[src/rtl/ofs_pkg.sv]
package ofs_pkg;

  typedef enum logic [2:0] {
    TS_T1   = 3'd0,
    TS_T2   = 3'd1,
    TS_TW   = 3'd2,
    TS_T3   = 3'd3,
    TS_HOLD = 3'd4,
    TS_HALT = 3'd5
  } tstate_e;

  function automatic logic strobe_phase(input tstate_e s);
    return (s == TS_T2) || (s == TS_TW) || (s == TS_T3);
  endfunction

endpackage

[src/rtl/ofs_timing.sv]
module ofs_timing
  import ofs_pkg::*;
(
  input  logic    clk,
  input  logic    rst,
  input  logic    ready_i,
  input  logic    hold_i,
  input  logic    halt_i,
  output tstate_e state_o,
  output logic    rd_o,
  output logic    oe_o,
  output logic    ack_o,
  output logic    cyc_end_o
);

  tstate_e st_q, st_n;
  logic    rd_q, oe_q, ack_q;

  // after a completed fetch or a released hold: hold beats halt
  function automatic tstate_e boundary_pick(input logic hold, input logic halt);
    if (hold)      return TS_HOLD;
    else if (halt) return TS_HALT;
    else           return TS_T1;
  endfunction

  always_comb begin
    st_n = st_q;
    unique case (st_q)
      TS_T1:         st_n = TS_T2;
      TS_T2, TS_TW:  st_n = ready_i ? TS_T3 : TS_TW;
      TS_T3:         st_n = boundary_pick(hold_i, halt_i);
      TS_HOLD:       st_n = boundary_pick(hold_i, halt_i);
      TS_HALT:       st_n = TS_HALT;
      default:       st_n = TS_T1;
    endcase
  end

  always_ff @(posedge clk) begin
    if (rst) begin
      st_q  <= TS_T1;
      rd_q  <= 1'b0;
      oe_q  <= 1'b1;
      ack_q <= 1'b0;
    end else begin
      st_q  <= st_n;
      rd_q  <= strobe_phase(st_n);
      oe_q  <= (st_n != TS_HALT);
      ack_q <= (st_n == TS_HOLD);
    end
  end

  assign state_o   = st_q;
  assign rd_o      = rd_q;
  assign oe_o      = oe_q;
  assign ack_o     = ack_q;
  assign cyc_end_o = (st_q == TS_T3);

endmodule

[src/rtl/ofs_pc.sv]
module ofs_pc #(
  parameter int               ADDR_W   = 16,
  parameter logic [ADDR_W-1:0] RESET_PC = '0
) (
  input  logic              clk,
  input  logic              rst,
  input  logic              inc_i,
  output logic [ADDR_W-1:0] pc_o
);

  localparam logic [ADDR_W-1:0] STEP = ADDR_W'(1);

  logic [ADDR_W-1:0] pc_q;

  always_ff @(posedge clk) begin
    if (rst)        pc_q <= RESET_PC;
    else if (inc_i) pc_q <= pc_q + STEP;
  end

  assign pc_o = pc_q;

endmodule

[src/rtl/ofs_ir.sv]
module ofs_ir #(
  parameter int DATA_W = 8
) (
  input  logic              clk,
  input  logic              rst,
  input  logic              load_i,
  input  logic [DATA_W-1:0] data_i,
  output logic [DATA_W-1:0] ir_o
);

  logic [DATA_W-1:0] ir_q;

  always_ff @(posedge clk) begin
    if (rst)         ir_q <= '0;
    else if (load_i) ir_q <= data_i;
  end

  assign ir_o = ir_q;

endmodule

[src/rtl/opfetch_seq.sv]
module opfetch_seq
  import ofs_pkg::*;
#(
  parameter int                ADDR_W   = 16,
  parameter int                DATA_W   = 8,
  parameter logic [ADDR_W-1:0] RESET_PC = '0
) (
  input  logic              clk,
  input  logic              rst,
  input  logic              ready_i,
  input  logic              hold_i,
  input  logic              halt_i,
  input  logic [DATA_W-1:0] data_i,
  output logic [ADDR_W-1:0] addr_o,
  output logic              bus_oe_o,
  output logic              rd_o,
  output logic              hold_ack_o,
  output logic [DATA_W-1:0] ir_o
);

  tstate_e state;
  logic    cyc_end;

  ofs_timing u_timing (
    .clk       (clk),
    .rst       (rst),
    .ready_i   (ready_i),
    .hold_i    (hold_i),
    .halt_i    (halt_i),
    .state_o   (state),
    .rd_o      (rd_o),
    .oe_o      (bus_oe_o),
    .ack_o     (hold_ack_o),
    .cyc_end_o (cyc_end)
  );

  ofs_pc #(.ADDR_W(ADDR_W), .RESET_PC(RESET_PC)) u_pc (
    .clk   (clk),
    .rst   (rst),
    .inc_i (cyc_end),
    .pc_o  (addr_o)
  );

  ofs_ir #(.DATA_W(DATA_W)) u_ir (
    .clk    (clk),
    .rst    (rst),
    .load_i (cyc_end),
    .data_i (data_i),
    .ir_o   (ir_o)
  );

endmodule

[config.mk]
export PLATFORM = sky130hd
export DESIGN_NAME = opfetch_seq
export DESIGN_NICKNAME = d
export VERILOG_FILES = /design/src/rtl/ofs_pkg.sv /design/src/rtl/ofs_timing.sv /design/src/rtl/ofs_pc.sv /design/src/rtl/ofs_ir.sv /design/src/rtl/opfetch_seq.sv
export SDC_FILE = /design/constraint.sdc
export NUM_CORES = 1
export LEC_CHECK = 0
export BUFFER_PORTS_ARGS = -buffer_cell sky130_fd_sc_hd__buf_2
export CAP_MARGIN = 5
export CORE_UTILIZATION = 30
export DETAILED_ROUTE_END_ITERATION = 16
export PLACE_DENSITY_LB_ADDON = 0.2
export SYNTH_ARGS = -nofsm -noshare
export SYNTH_HDL_FRONTEND = slang
export SYNTH_SLANG_ARGS = --single-unit
[constraint.sdc]
create_clock -name clk -period 3.8 [get_ports clk]
set_clock_uncertainty 0.05 [all_clocks]
set_input_delay 0.19 -clock clk [delete_from_list [all_inputs] [get_ports clk]]
set_output_delay 0.19 -clock clk [all_outputs]
set_load 0.005 [all_outputs]
Word level (Yosys, flattened, before mapping)
Index checks and enable logic that the tools add are counted.
- output and inout bits: 27
- latch bits: 0
- input port bits: 13
- memories kept: 0
- bits in writable memories: 0
- flip-flop bits (word level): 30
- logic and storage cells: 26
- ROM bits: 0
- order comparisons: 0
- multipliers: 0
- muxes and demuxes: 4
- add/subtract/negate cells: 1
- equal/unequal tests: 10
- reduce and logical (&&, ||, !) cells: 5
- divide/modulo/power cells: 0
- shift operators: 0
- bitwise logic cells: 0
- operator list (operator ; count):
    $add 16x1->16 const B ; 1
    $eq 3x2->1 const B ; 4
    $pmux 3 s4 ; 1
    $eq 3x3->1 const B ; 3
    $eq 3x1->1 const B ; 2
    $mux 3 ; 2
    $reduce_or 2->1 ; 2
    $logic_not 3->1 ; 1
    $ne 3x3->1 const B ; 1
    $logic_or 1x1->1 ; 2
    $mux 1 ; 1

Depth between registers and ports, before layout
- depth after elaboration: 6
- gate-level depth with buffers: 6
- gate-level depth less buffers: 5

Hierarchy
From an unflattened synthesis, not the netlist that was laid out.
- cell total of the unflattened synthesis: 136
- area total of the unflattened synthesis: 1303.8 µm²
- by module, submodules not included (module ; instances ; cells an instance ; seq. area each (µm²) ; area each (µm²)):
    ofs_pc ; 1 ; 83 ; 320.3 ; 757.0
    ofs_ir ; 1 ; 26 ; 160.2 ; 285.3
    ofs_timing ; 1 ; 27 ; 120.1 ; 261.5

Worst setup path after synthesis
Ideal clock, no wire load.
- path kind: reg-to-reg
- start point: register u_pc.pc_q[0] (netlist: u_pc.pc_o[0])
- end point: register u_pc.pc_q[12] (netlist: u_pc.pc_o[12])
- stages on the path, launching flop included: 7
- path buffers: 1
- period minus slack after synthesis: 1823 ps
- arrival: 1702 ps
- setup time: 70 ps
- slack: 1977 ps
- path through: dfxtp_1 ha_1 inv_1 or4_1 buf_2 or3_1 a21oi_1
- longest elaborated chain between the ends: 1
- RTL lines (element ; line ; source):
    start, declared ; ofs_pc.sv:13 ; logic [ADDR_W-1:0] pc_q;
    start signal, assigned ; ofs_pc.sv:17 ; else if (inc_i) pc_q <= pc_q + STEP;
    $add 16x1->16 ; ofs_pc.sv:17 ;
No other way between the ends.
A chain may end at the register's enable or synchronous reset.

Worst setup path in the final report
- start point: register u_timing.st_q[1] (netlist: u_timing.state_o[1])
- end point: register u_pc.pc_q[12] (netlist: u_pc.pc_o[12])
- longest elaborated chain between the ends: 1
- RTL lines (element ; line ; source):
    start, declared ; ofs_timing.sv:16 ; tstate_e st_q, st_n;
    start signal, assigned ; ofs_timing.sv:45 ; st_q <= st_n;
    $eq 3x2->1 ; ofs_timing.sv:56 ; assign cyc_end_o = (st_q == TS_T3);
No other way between the ends.

==> summary.md <==
| Metric | Value |
|---|---|
| Status | complete, no violations |
| Max Freq | 0.5110 GHz |
| # fillers | 432 |
| Routed vias/inst | 4.722 |
| Pwr dens | 425.0 mW/mm² |
| Post CTS Setup Buffer Count | 0 |
| Synth area leaders | dfxtp_1, a21oi_1, nand2_1 |
| Sequential power share | 53.2% |
| Synthesized flop and latch total | 30 |
| Share of flip-flops with an asynchronous set or reset | 0% |
| Core Util, Final | 38.82% |
| Final Critical Period | 1.957 ns |
| Sequential share of the synthesized area | 47.20% |
| Initial core utilization | 31.58% |
| Critical path class | reg -> reg |
| Peak supply drop | 0.2003 mV |
| Die Y-Extent | 67.13 µm |
| Dominant cell type by area after synthesis | dfxtp_1 |
| Rel. slew slack | 65.32% |
| Clock tree sinks | 30 |
| Most frequent cell after synthesis | dfxtp_1 |
| RSZ-0062 raised after global routing | false |
| Area delta synth->final | 22.91% |
| Buffer depth of the longest clock path | 2 |
| Drt initial violations | 72 |
| Lkg Pwr | 0.6659 nW |
| Num CTS Buffers | 5 |
| CP max FO | 12 |
| # IOs | 40 |
| Clock transition at the registers of the reported paths | 0.06 ns |
| Internal power | 0.4933 mW |
| Gate Count Post-Synth | 146 |
| Final RePlAce weighted congestion | 0.7120 |
| Final period util | 51.49% |
| Mapped Avg Cell Area | 8.716 µm² |
| Clock share of power | 35.5% |
| Final ANT Viol Nets | 0 |
| Port buffer count | 39 |
| Hold Crit Class | in -> reg |
| Sw Pwr | 0.1714 mW |
| Mapped Area | 0.001272 mm² |
| First-pass DRT Iterations | 4 |
| CP endpoint kind | flop |
| Grt ovf | 0 |
| Initial antenna violation count | 0 |
| H-tree lvl count | 2 |
| First-pass GRT wire length | 4.381 mm |
| Critical path launch point type | flop |
| Sw Share | 25.79% |
| Post-CTS sizing | 0 |
| Area of the multi-input gates | 603.1 µm² |
| Num rows | 23 |
| Slew @ Worst Pin | 0.5201 ns |
| Synth top area share | 47.20% |
| Register Area | 600.6 µm² |
| Pin count of the biggest net entering global routing | 29 |
| Routed WL | 2.747 mm |
| Synthesized Nets | 160 |
| Chip width | 67.13 µm |
| Number of synthesis warnings | 0 |
| Synth cell types | 35 |
| Core area | 0.004029 mm² |
| Synth Flop Type | dfxtp_1 |
| Nets@finish | 198 |
| Final setup vio count | 0 |
| Dpl hpwl | 1.941 mm |
| Final-report hold violation count | 0 |
| Max-cap violation count | 0 |
| Diodes inserted | 0 |
| Die ar. | 0.004506 mm² |
| Gr usage total | 13.48% |
| Hold_buf cts | 0 |
| Via Count | 1105 |
| Root buf cell | clkbuf_8 |
| Clk Latency, worst-skew pair | 0.27 ns |
| Worst endpoint required time | 3.95 ns |
| Number of synthesized flops with an enable pin | 0 |
| CTS tree | built |
| Max-slew violation count | 0 |
| Worst path arrival time | 2.11 ns |
| Share of cells above drive strength 1 | 27.72% |
| Vias in the first global route | 979 |
| Setup TNS | 0 ns |
| WL/cell | 11.74 µm |
| DRC violations left | 0 |
| Top post-synthesis cells by count | dfxtp_1, nand2_1, a21oi_1, nor2_1, o21ai_0 |
| Combinational power share | 11.3% |
[power by group through the flow]
| stage | Clock, mW | Combinational (mW) | Sequential (mW) |
|---|---|---|---|
| 2_1_floorplan | 0 | 0.0680 | 0.350 |
| 3_3_place_gp | 0 | 0.0752 | 0.359 |
| 3_5_place_dp | 0 | 0.0765 | 0.361 |
| 4_1_cts | 0.247 | 0.0772 | 0.354 |
| 5_1_grt | 0.263 | 0.0863 | 0.357 |
| 6_report | 0.236 | 0.0748 | 0.354 |
[kinds of logic (layout without fill, tap and decap cells)]
group	Yosys count	count (layout)	share of synthesized area [%]
buffers and inverters	15	53	5.408
XOR/XNOR	9	9	6.195
flip-flops	30	30	47.20
AND/OR/NAND/NOR	60	60	26.65
AO/OA/AOI/OAI	31	31	13.57
adder cells (fa/ha/maj)	1	1	0.9831
[metal layers]
| metal | part of all wire (%) | global-route usage (%) |
|---|---|---|
| met4 | 1.0 | 7.979 |
| met1 | 47 | 15.35 |
| met5 | 0 | 0 |
| met3 | 5.0 | 4.623 |
| met2 | 47 | 21.63 |
[per-stage QoR]
step                power [mW]  setup WS (ns)  instances  instance area [µm²]  hold WS, ns
global route            0.7064          1.652        234                 1564      0.09359
global placement        0.4347          1.889        227                 1488       0.3855
detailed placement      0.4374          1.837        227                 1488       0.3847
floorplan               0.4175          1.977        146                 1272       0.2760
CTS                     0.6782          1.821        234                 1564      0.09238
finish                  0.6647          1.843        234                 1564       0.1021
[state kept, by name, summed over array words and instances (netlist names)]
register,cells
u_timing.state_o,3
u_pc.pc_o,16
u_ir.ir_o,8
u_timing.oe_o,1
u_timing.rd_o,1
u_timing.ack_o,1
[layout make-up]
type                            instances  area share [%]
Timing Repair Buffer                   39           12.48
Clock buffer                            7           4.880
Multi-Input combinational cell        101           38.56
Tap cell                               50           4.000
Sequential cell                        30           38.40
Inverter                                7           1.680
[final timing paths]
path / from / end / slack (ns) / depth (start not counted)
worst min register to register: u_ir.ir_o[1] / u_ir.ir_o[1] / 0.40 / 2
worst max-delay path: u_timing.state_o[1] / u_pc.pc_o[12] / 1.84 / 4
worst max register to register: u_timing.state_o[1] / u_pc.pc_o[12] / 1.84 / 4
worst min-delay path: data_i[7] / u_ir.ir_o[7] / 0.10 / 3
[cells in the final DEF (no fill, tap or decap), types with 2 or more instances in the layout]
cell type and count:
inv_1 7, nor2_1 10, or3_2 2, nor3_1 3
nand4_1 3, clkbuf_8 5, dfxtp_1 30, nand2_1 22
clkbuf_1 2, a21oi_1 17, or4_1 3, o21ai_0 8
nand3_1 3, or3_1 4, xnor2_1 7, buf_2 39
xor2_1 2
[worst max-delay path, stage by stage (launching register included)]
cell and delay [ns]:
dfxtp_1 0.52, nand3b_4 0.19, or4_1 0.62, or3_1 0.35, a21oi_1 0.16
(Power assumes the default switching activity.)
